$ cat src/rtl/phy_ctl_regbank_pkg.sv
// Package: shared offsets and field positions for the PHY control register bank.
// Assumes word addressing; field positions are fixed by the PHY-side decode.
package phy_ctl_regbank_pkg;

    // word offsets of the registers
    localparam int REG_CFG  = 0;
    localparam int REG_LANE = 1;
    localparam int REG_STAT = 2;

    // configuration register fields
    localparam int CFG_STB_BIT  = 0;
    localparam int CFG_ADDR_LSB = 1;
    localparam int CFG_ADDR_W   = 6;
    localparam int CFG_DATA_LSB = 7;
    localparam int CFG_DATA_W   = 4;

    // lane register: first idle bit, one bit per lane upward
    localparam int LANE_IDLE_LSB = 3;

    // status register bits
    localparam int STAT_LOCK_BIT = 9;
    localparam int STAT_OUT_BIT  = 10;

    typedef enum logic [1:0] {
        SEL_NONE,
        SEL_CFG,
        SEL_LANE,
        SEL_STAT
    } reg_sel_e;

endpackage

$ cat src/rtl/regbank_masked_reg.sv
// Module: one storage register updated through an embedded per-bit enable.
// The upper HALF_W bits of wdata_i enable the matching lower HALF_W data bits.
// Assumes wr_i is already qualified by the offset decode.
module regbank_masked_reg #(
    parameter int HALF_W = 16
) (
    input  logic                  clk,
    input  logic                  rst_n,
    input  logic                  wr_i,
    input  logic [2*HALF_W-1:0]   wdata_i,
    output logic [HALF_W-1:0]     q_o
);

    logic [HALF_W-1:0] bit_en;
    logic [HALF_W-1:0] q_next;

    assign bit_en = wdata_i[2*HALF_W-1:HALF_W];

    // merge enabled new bits with retained old bits
    always_comb begin
        q_next = (q_o & ~bit_en) | (wdata_i[HALF_W-1:0] & bit_en);
    end

    // storage with synchronous active-low reset
    always_ff @(posedge clk) begin
        if (!rst_n) begin
            q_o <= '0;
        end else if (wr_i) begin
            q_o <= q_next;
        end
    end

    // bits without an enable keep their value across a write
    p_masked_keep_r1: assert property (@(posedge clk) disable iff (!rst_n)
        wr_i |=> ((q_o & ~$past(bit_en)) == ($past(q_o) & ~$past(bit_en))));

    // enabled bits take the written data
    p_masked_load_r1: assert property (@(posedge clk) disable iff (!rst_n)
        wr_i |=> ((q_o & $past(bit_en)) == ($past(wdata_i[HALF_W-1:0]) & $past(bit_en))));

endmodule

$ cat src/rtl/regbank_cfg_strobe.sv
// Module: turns the stored strobe level into a single-cycle configuration pulse.
// It remembers the strobe of the previous cycle, and fields pass straight through.
// Assumes stb_i comes from a register, so the pulse is free of glitches.
module regbank_cfg_strobe #(
    parameter int ADDR_W = 6,
    parameter int DATA_W = 4
) (
    input  logic              clk,
    input  logic              rst_n,
    input  logic              stb_i,
    input  logic [ADDR_W-1:0] addr_i,
    input  logic [DATA_W-1:0] data_i,
    output logic              pulse_o,
    output logic [ADDR_W-1:0] addr_o,
    output logic [DATA_W-1:0] data_o
);

    logic stb_prev;

    // remember the strobe level of the previous cycle
    always_ff @(posedge clk) begin
        if (!rst_n) begin
            stb_prev <= 1'b0;
        end else begin
            stb_prev <= stb_i;
        end
    end

    // pulse on a 0 to 1 transition; fields follow the stored register
    always_comb begin
        pulse_o = stb_i & ~stb_prev;
        addr_o  = addr_i;
        data_o  = data_i;
    end

    // the pulse never lasts two cycles
    p_pulse_once_r4: assert property (@(posedge clk) disable iff (!rst_n)
        pulse_o |=> !pulse_o);

endmodule

$ cat src/rtl/regbank_rdmux.sv
// Module: builds read data for the selected register.
// The upper half is always zero and status bits come live from the PHY inputs.
// Assumes pll inputs are synchronous to the bus clock.
module regbank_rdmux
    import phy_ctl_regbank_pkg::*;
#(
    parameter int HALF_W = 16
) (
    input  reg_sel_e          sel_i,
    input  logic [HALF_W-1:0] cfg_q_i,
    input  logic [HALF_W-1:0] lane_q_i,
    input  logic              pll_locked_i,
    input  logic              pll_output_i,
    output logic [2*HALF_W-1:0] rdata_o
);

    logic [HALF_W-1:0] stat_word;
    logic [HALF_W-1:0] low_word;

    // assemble the live status word
    always_comb begin
        stat_word                = '0;
        stat_word[STAT_LOCK_BIT] = pll_locked_i;
        stat_word[STAT_OUT_BIT]  = pll_output_i;
    end

    // select the lower half by register
    always_comb begin
        unique case (sel_i)
            SEL_CFG:  low_word = cfg_q_i;
            SEL_LANE: low_word = lane_q_i;
            SEL_STAT: low_word = stat_word;
            default:  low_word = '0;
        endcase
        rdata_o = {{HALF_W{1'b0}}, low_word};
    end

endmodule

$ cat src/rtl/phy_ctl_regbank.sv
// Module: PHY control register bank top.
// It decodes the word offset, applies masked writes to the configuration and
// lane registers, drives the PHY configuration port and lane idles, and returns
// read data. Assumes bus inputs are stable around each rising clock edge.
module phy_ctl_regbank
    import phy_ctl_regbank_pkg::*;
#(
    parameter int DATA_W    = 32,
    parameter int ADDR_W    = 2,
    parameter int NUM_LANES = 4
) (
    input  logic                  clk,
    input  logic                  rst_n,
    input  logic                  wr_en,
    input  logic [ADDR_W-1:0]     addr_i,
    input  logic [DATA_W-1:0]     wdata_i,
    output logic [DATA_W-1:0]     rdata_o,
    input  logic                  pll_locked_i,
    input  logic                  pll_output_i,
    output logic                  cfg_wr_pulse_o,
    output logic [CFG_ADDR_W-1:0] cfg_wr_addr_o,
    output logic [CFG_DATA_W-1:0] cfg_wr_data_o,
    output logic [NUM_LANES-1:0]  lane_idle_o
);

    localparam int HALF_W = DATA_W / 2;

    reg_sel_e          sel;
    logic              wr_cfg;
    logic              wr_lane;
    logic [HALF_W-1:0] cfg_q;
    logic [HALF_W-1:0] lane_q;

    // offset decode
    always_comb begin
        if (addr_i == ADDR_W'(REG_CFG)) begin
            sel = SEL_CFG;
        end else if (addr_i == ADDR_W'(REG_LANE)) begin
            sel = SEL_LANE;
        end else if (addr_i == ADDR_W'(REG_STAT)) begin
            sel = SEL_STAT;
        end else begin
            sel = SEL_NONE;
        end
    end

    // write qualification: only the two writable registers accept writes
    always_comb begin
        wr_cfg  = wr_en && (sel == SEL_CFG);
        wr_lane = wr_en && (sel == SEL_LANE);
    end

    regbank_masked_reg #(.HALF_W(HALF_W)) u_cfg_reg (
        .clk     (clk),
        .rst_n   (rst_n),
        .wr_i    (wr_cfg),
        .wdata_i (wdata_i),
        .q_o     (cfg_q)
    );

    regbank_masked_reg #(.HALF_W(HALF_W)) u_lane_reg (
        .clk     (clk),
        .rst_n   (rst_n),
        .wr_i    (wr_lane),
        .wdata_i (wdata_i),
        .q_o     (lane_q)
    );

    regbank_cfg_strobe #(.ADDR_W(CFG_ADDR_W), .DATA_W(CFG_DATA_W)) u_cfg_strobe (
        .clk     (clk),
        .rst_n   (rst_n),
        .stb_i   (cfg_q[CFG_STB_BIT]),
        .addr_i  (cfg_q[CFG_ADDR_LSB +: CFG_ADDR_W]),
        .data_i  (cfg_q[CFG_DATA_LSB +: CFG_DATA_W]),
        .pulse_o (cfg_wr_pulse_o),
        .addr_o  (cfg_wr_addr_o),
        .data_o  (cfg_wr_data_o)
    );

    // one idle output per lane, taken from consecutive lane register bits
    for (genvar g = 0; g < NUM_LANES; g++) begin : g_lane
        assign lane_idle_o[g] = lane_q[LANE_IDLE_LSB + g];
    end

    regbank_rdmux #(.HALF_W(HALF_W)) u_rdmux (
        .sel_i        (sel),
        .cfg_q_i      (cfg_q),
        .lane_q_i     (lane_q),
        .pll_locked_i (pll_locked_i),
        .pll_output_i (pll_output_i),
        .rdata_o      (rdata_o)
    );

    // a pulse follows a config-offset write that enabled and set the strobe
    p_pulse_cause_r4: assert property (@(posedge clk) disable iff (!rst_n)
        cfg_wr_pulse_o |-> $past(wr_en && addr_i == ADDR_W'(REG_CFG)
                                 && wdata_i[HALF_W + CFG_STB_BIT] && wdata_i[CFG_STB_BIT]));

    // a write to the read-only status offset leaves the port outputs alone
    p_status_ignored_r8: assert property (@(posedge clk) disable iff (!rst_n)
        (wr_en && addr_i == ADDR_W'(REG_STAT)) |=>
            ($stable(lane_idle_o) && $stable(cfg_wr_addr_o) && $stable(cfg_wr_data_o)
             && !cfg_wr_pulse_o));

endmodule

$ cat config.mk
export PLATFORM = sky130hd
export DESIGN_NAME = phy_ctl_regbank
export DESIGN_NICKNAME = d
export VERILOG_FILES = /design/src/rtl/phy_ctl_regbank_pkg.sv /design/src/rtl/regbank_masked_reg.sv /design/src/rtl/regbank_cfg_strobe.sv /design/src/rtl/regbank_rdmux.sv /design/src/rtl/phy_ctl_regbank.sv
export SDC_FILE = /design/constraint.sdc
export NUM_CORES = 1
export LEC_CHECK = 0
export BUFFER_PORTS_ARGS = -buffer_cell sky130_fd_sc_hd__buf_2
export CAP_MARGIN = 20
export CORE_ASPECT_RATIO = 0.5
export CORE_MARGIN = 3
export CORE_UTILIZATION = 50
export CTS_CLUSTER_DIAMETER = 60
export DETAILED_ROUTE_END_ITERATION = 6
export GPL_ROUTABILITY_DRIVEN = 0
export PLACE_DENSITY = 0.92
export REMOVE_ABC_BUFFERS = 1
export SLEW_MARGIN = 30
export SYNTH_ARGS = -nofsm -noshare
export SYNTH_HDL_FRONTEND = slang
export SYNTH_HIERARCHICAL = 1
export SYNTH_SLANG_ARGS = --single-unit
export TNS_END_PERCENT = 20
$ cat constraint.sdc
create_clock -name clk -period 3.2 [get_ports clk]
set_input_delay 0.16 -clock clk [delete_from_list [all_inputs] [get_ports clk]]
set_output_delay 0.16 -clock clk [all_outputs]
set_load 0.02 [all_outputs]
; ---- Word-level counts from Yosys, hierarchy flattened
; Cells that the tools add are included.
[word_totals]
inputBits = 39
ff_bits = 33
word_cells = 23
out_inout_bits = 47
[classes]
reduce_logical = 3
n_eq_ne = 5
bitwise_logic = 8
mux = 4
[ops]
columns = operator, count
row1 = AND 16 bit, 3
row2 = case mux 16 bit (3 select lines), 1
row3 = bitwise OR 16 bit, 2
row4 = inverter 16 bit, 1
row5 = == test 2 bit (second input constant), 3
row6 = 2-to-1 mux 2 bit, 3
row7 = == test 2 x 1 -> 1 bit (second input constant), 2
row8 = logical AND 1 bit, 2
row9 = zero test 2 bit, 1
row10 = AND 1 bit, 1
row11 = inverter 1 bit, 1

; ---- Longest topological paths before layout
[logic_depth]
depth_word = 6
ltp_mapped = 7
ltp_nobuf = 5

; ---- Cells and area by module
; Netlist, hierarchy kept.
[by_module_without_submodules]
columns = mod, cells_each, seq_area_each_um2, area_each_um2, n_inst
row1 = regbank_masked_reg, 85, 320.3, 750.7, 2
row2 = regbank_rdmux, 40, 0.0, 337.8, 1
row3 = regbank_cfg_strobe, 13, 20.0, 115.1, 1
row4 = phy_ctl_regbank, 9, 0.0, 76.3, 1

; ---- Least setup slack after synthesis
; No wires, ideal clock.
[synth_path]
kind = input to output
startpoint = in addr_i[0]
endpoint = out rdata_o[0]
required_ns = 3.040
path_stages = 7
arrival_time_ns = 1.256
setup_slack_ns = 1.784
path_buffers = 2
path_cell_list = inv_1 > ha_1 > or2_1 > nor2b_1 > buf_6 > buf_8 > a22o_1
[synth_via]
elab_chain_len = 6
elab_cells_between_ends = 10
cone_classes = eq/ne (5) / mux (4) / reduce/logical (1)
[synth_lines]
columns = item, line
row1 = from (decl), phy_ctl_regbank.sv:15  ; input logic [ADDR_W-1:0] addr_i,
row2 = == test 2 bit, phy_ctl_regbank.sv:40  ; end else if (addr_i == ADDR_W'(REG_STAT)) begin
row3 = 2-to-1 mux 2 bit, phy_ctl_regbank.sv:40
row4 = 2-to-1 mux 2 bit, phy_ctl_regbank.sv:38  ; end else if (addr_i == ADDR_W'(REG_LANE)) begin
row5 = 2-to-1 mux 2 bit (*), phy_ctl_regbank.sv:36  ; if (addr_i == ADDR_W'(REG_CFG)) begin
row6 = net sel[0], phy_ctl_regbank.sv:28  ; reg_sel_e sel;
row7 = == test 2 bit or == test 2 x 1 -> 1 bit (tied branches), regbank_rdmux.sv:29  ; unique case (sel_i)
row8 = case mux 16 bit (3 select lines) (*), regbank_rdmux.sv:29
row9 = to (decl), phy_ctl_regbank.sv:17  ; output logic [DATA_W-1:0] rdata_o,
; Mark *: on every way through the listed nets, which the timed path passes. The rest lies on a longest branch.

; ---- Final worst setup path
[layout_path]
startpoint = in addr_i[0]
endpoint = out rdata_o[7]
; Same word-level chain as after synthesis.

==> impl_metrics.yaml <==
route:
  vias_per_cell: 4.95
  drt_first_pass_iters: 4
  num_vias: 1668
  wire_per_inst_um: 12.8
  drc_errors: 0
  drt_iter0_drc: 49
  ant_nets: 0
  routed_wl_um: 4310
outcome:
  outcome: "finished clean"
sta:
  slew_violations: 0
  whs_ns: 0.131
  max_freq_mhz: 555
  post-route-period-util: 0.563
  finalSetupViolCount: 0
  finalClockSkew_ns: 0.000179
  tightest_slew_ns: 0.903
  period_needed_ns: 1.80
  slew_headroom: 0.398
  tns_ns: 0
  final_hold_viol_count: 0
  rsz0062_at_grt: "no"
  worst_slack_ns: 1.40
setup_path:
  crit_family: "simple AND/OR/NAND/NOR gates"
  worstPathArrival_ns: 1.64
  end_kind: "output pin"
  path_common_cell: "buf_2"
  max_stage_delay_ns: 0.58
  cp.required_ns: 3.04
  path_class: "in2out"
  path_cells: "buf_2 > inv_1 > ha_1 > and2b_1 > a22o_1 > buf_2"
  critPathMaxFanout: 14
  path_buf_inv: 3
  setup.worst_path.start_class: "primary input"
  slowest_stage: "and2b_1"
synthesis:
  syn_inst: 232
  ys_seq_elements: 33
  synth_common_cells: "76 x nand2_1, 33 x dfxtp_1, 32 x mux2i_1"
  synth_area_leaders: "dfxtp_1 33%, mux2i_1 16%, nand2_1 14%"
  synth_top_cell_area_share: 0.325
  synth_cell_types: 18
  avgSynthCellArea_um2: 8.75
  synth_warnings: 6
  synth_ff_type: "dfxtp_1"
  netlist_area_mm2: 0.00203
  synth_top_cell_by_area: "dfxtp_1"
  synthArstFlopShare: 0
  yosysSeqAreaShare: 0.325
  synth_edf_count: 0
  yosysMostFrequentCell: "nand2_1"
grt:
  grtUsageMet3: 0.0500
  grtUsageMet1: 0.176
  groute.usage.overall: 0.176
  grt_pass1_vias: 1684
  grt_max_degree: 66
  use_met2: 0.345
  grt_overflow: 0
  antenna_found_initial: 0
  busiest_layer: "met2"
  grt_first_pass_wirelength_um: 6860
finish:
  antennaDiodeCount: 0
  drive_above_1_share: 0.353
  area_delta_synth_final_pct: 9.80
  nets: 328
  utilization: 0.609
cts:
  cts_tree: "done"
  post_cts_resize_count: 0
  cts_setup_buffers: 0
  cts_root_buf: "clkbuf_8"
  cts_hold_buf: 0
  clock-sinks: 33
  htree_levels: 2
  clkLatencyLatePin_ns: 0.28
  cts_buffers: 5
  path_clk_slew_ns: 0.07
  cts_buffer_depth: 2
power_and_ir_drop:
  fin_total_pwr_uw: 872
  powerDensity_mw_per_mm2: 391
  peakVddDrop_mv: 0.186
  power_leakage_nw: 1.24
placed_design:
  place_ws_ns: 1.41
  dp_hpwl_um: 3180
  io_buffers: 69
floorplan:
  fp.dieArea_mm2: 0.00491
  core_mm2: 0.00366
  rows: 15
  die-width_um: 96.1
  start_util: 0.555
  ios: 86
  die_y_um: 51.1
job:
  max-cap-violations: 0
min_path:
  hp-class: "in2reg"
cells by family after synthesis:
family | count (synthesis) | synth area share
other cells | 1 | 0.00185
fa+ha+maj | 4 | 0.0246
flops | 33 | 0.325
buf+inv | 41 | 0.182
simple gates | 103 | 0.228
compound gates | 16 | 0.0690
mux | 34 | 0.169
stage by stage:
step / cells / area (um2)
final: 337 / 2230
after global routing: 337 / 2230
after CTS: 337 / 2230
after detailed placement: 329 / 2140
after global placement: 329 / 2140
after floorplan: 208 / 1720
worst paths after layout:
path	from	endpoint	slack, ns	depth (start not counted)
hold / removal	wdata_i[5]	register	0.13	3
setup / recovery	addr_i[0]	rdata_o[7]	1.40	6
hold reg to reg	register	register	0.47	2
setup reg to reg	register	register	2.55	2
worst register-to-register path, delay by kind of cell, from the launching register on:
kind	cells	cell delay (ns)
simple gates	1	0.07
mux	1	0.14
flops	1	0.37
cell usage in the layout (no fill, tap or decap):
cell type and n:
or2_1 1, nor2b_4 1, inv_1 2, mux2i_1 32, and2_1 3, and2b_1 1, dfxtp_1 33, a22o_1 16
nand2_2 20, nor2b_1 1, clkinv_2 2, clkbuf_8 5, ha_1 4, nand2_1 76, buf_2 68, buf_4 2
conb_1 16, clkinvlp_4 1, mux2_2 2
cell type report:
class | count | area (um2)
Clock buffer | 5 | 68.8
Multi-Input combinational cell | 173 | 1060
Sequential cell | 33 | 661
Clock inverter | 3 | 17.5
Tap cell | 51 | 63.8
Timing Repair Buffer | 70 | 355
Inverter | 2 | 7.51
Fill cell | 320 | 1430
layer usage:
| layer | vias up | share of wire |
|---|---|---|
| met4 | 0 | 0.013 |
| met2 | 56 | 0.53 |
| met3 | 8 | 0.056 |
| li1 | 814 | - |
| met5 | - | 0 |
| met1 | 790 | 0.40 |
power breakdown:
part	leakage, nW	internal, mW	switching [mW]	total, mW
sequential	0.267	0.420	0.00573	0.425
combinational	0.933	0.0497	0.0937	0.143
clock	0.0439	0.150	0.153	0.303
(Power assumes the default switching activity.)
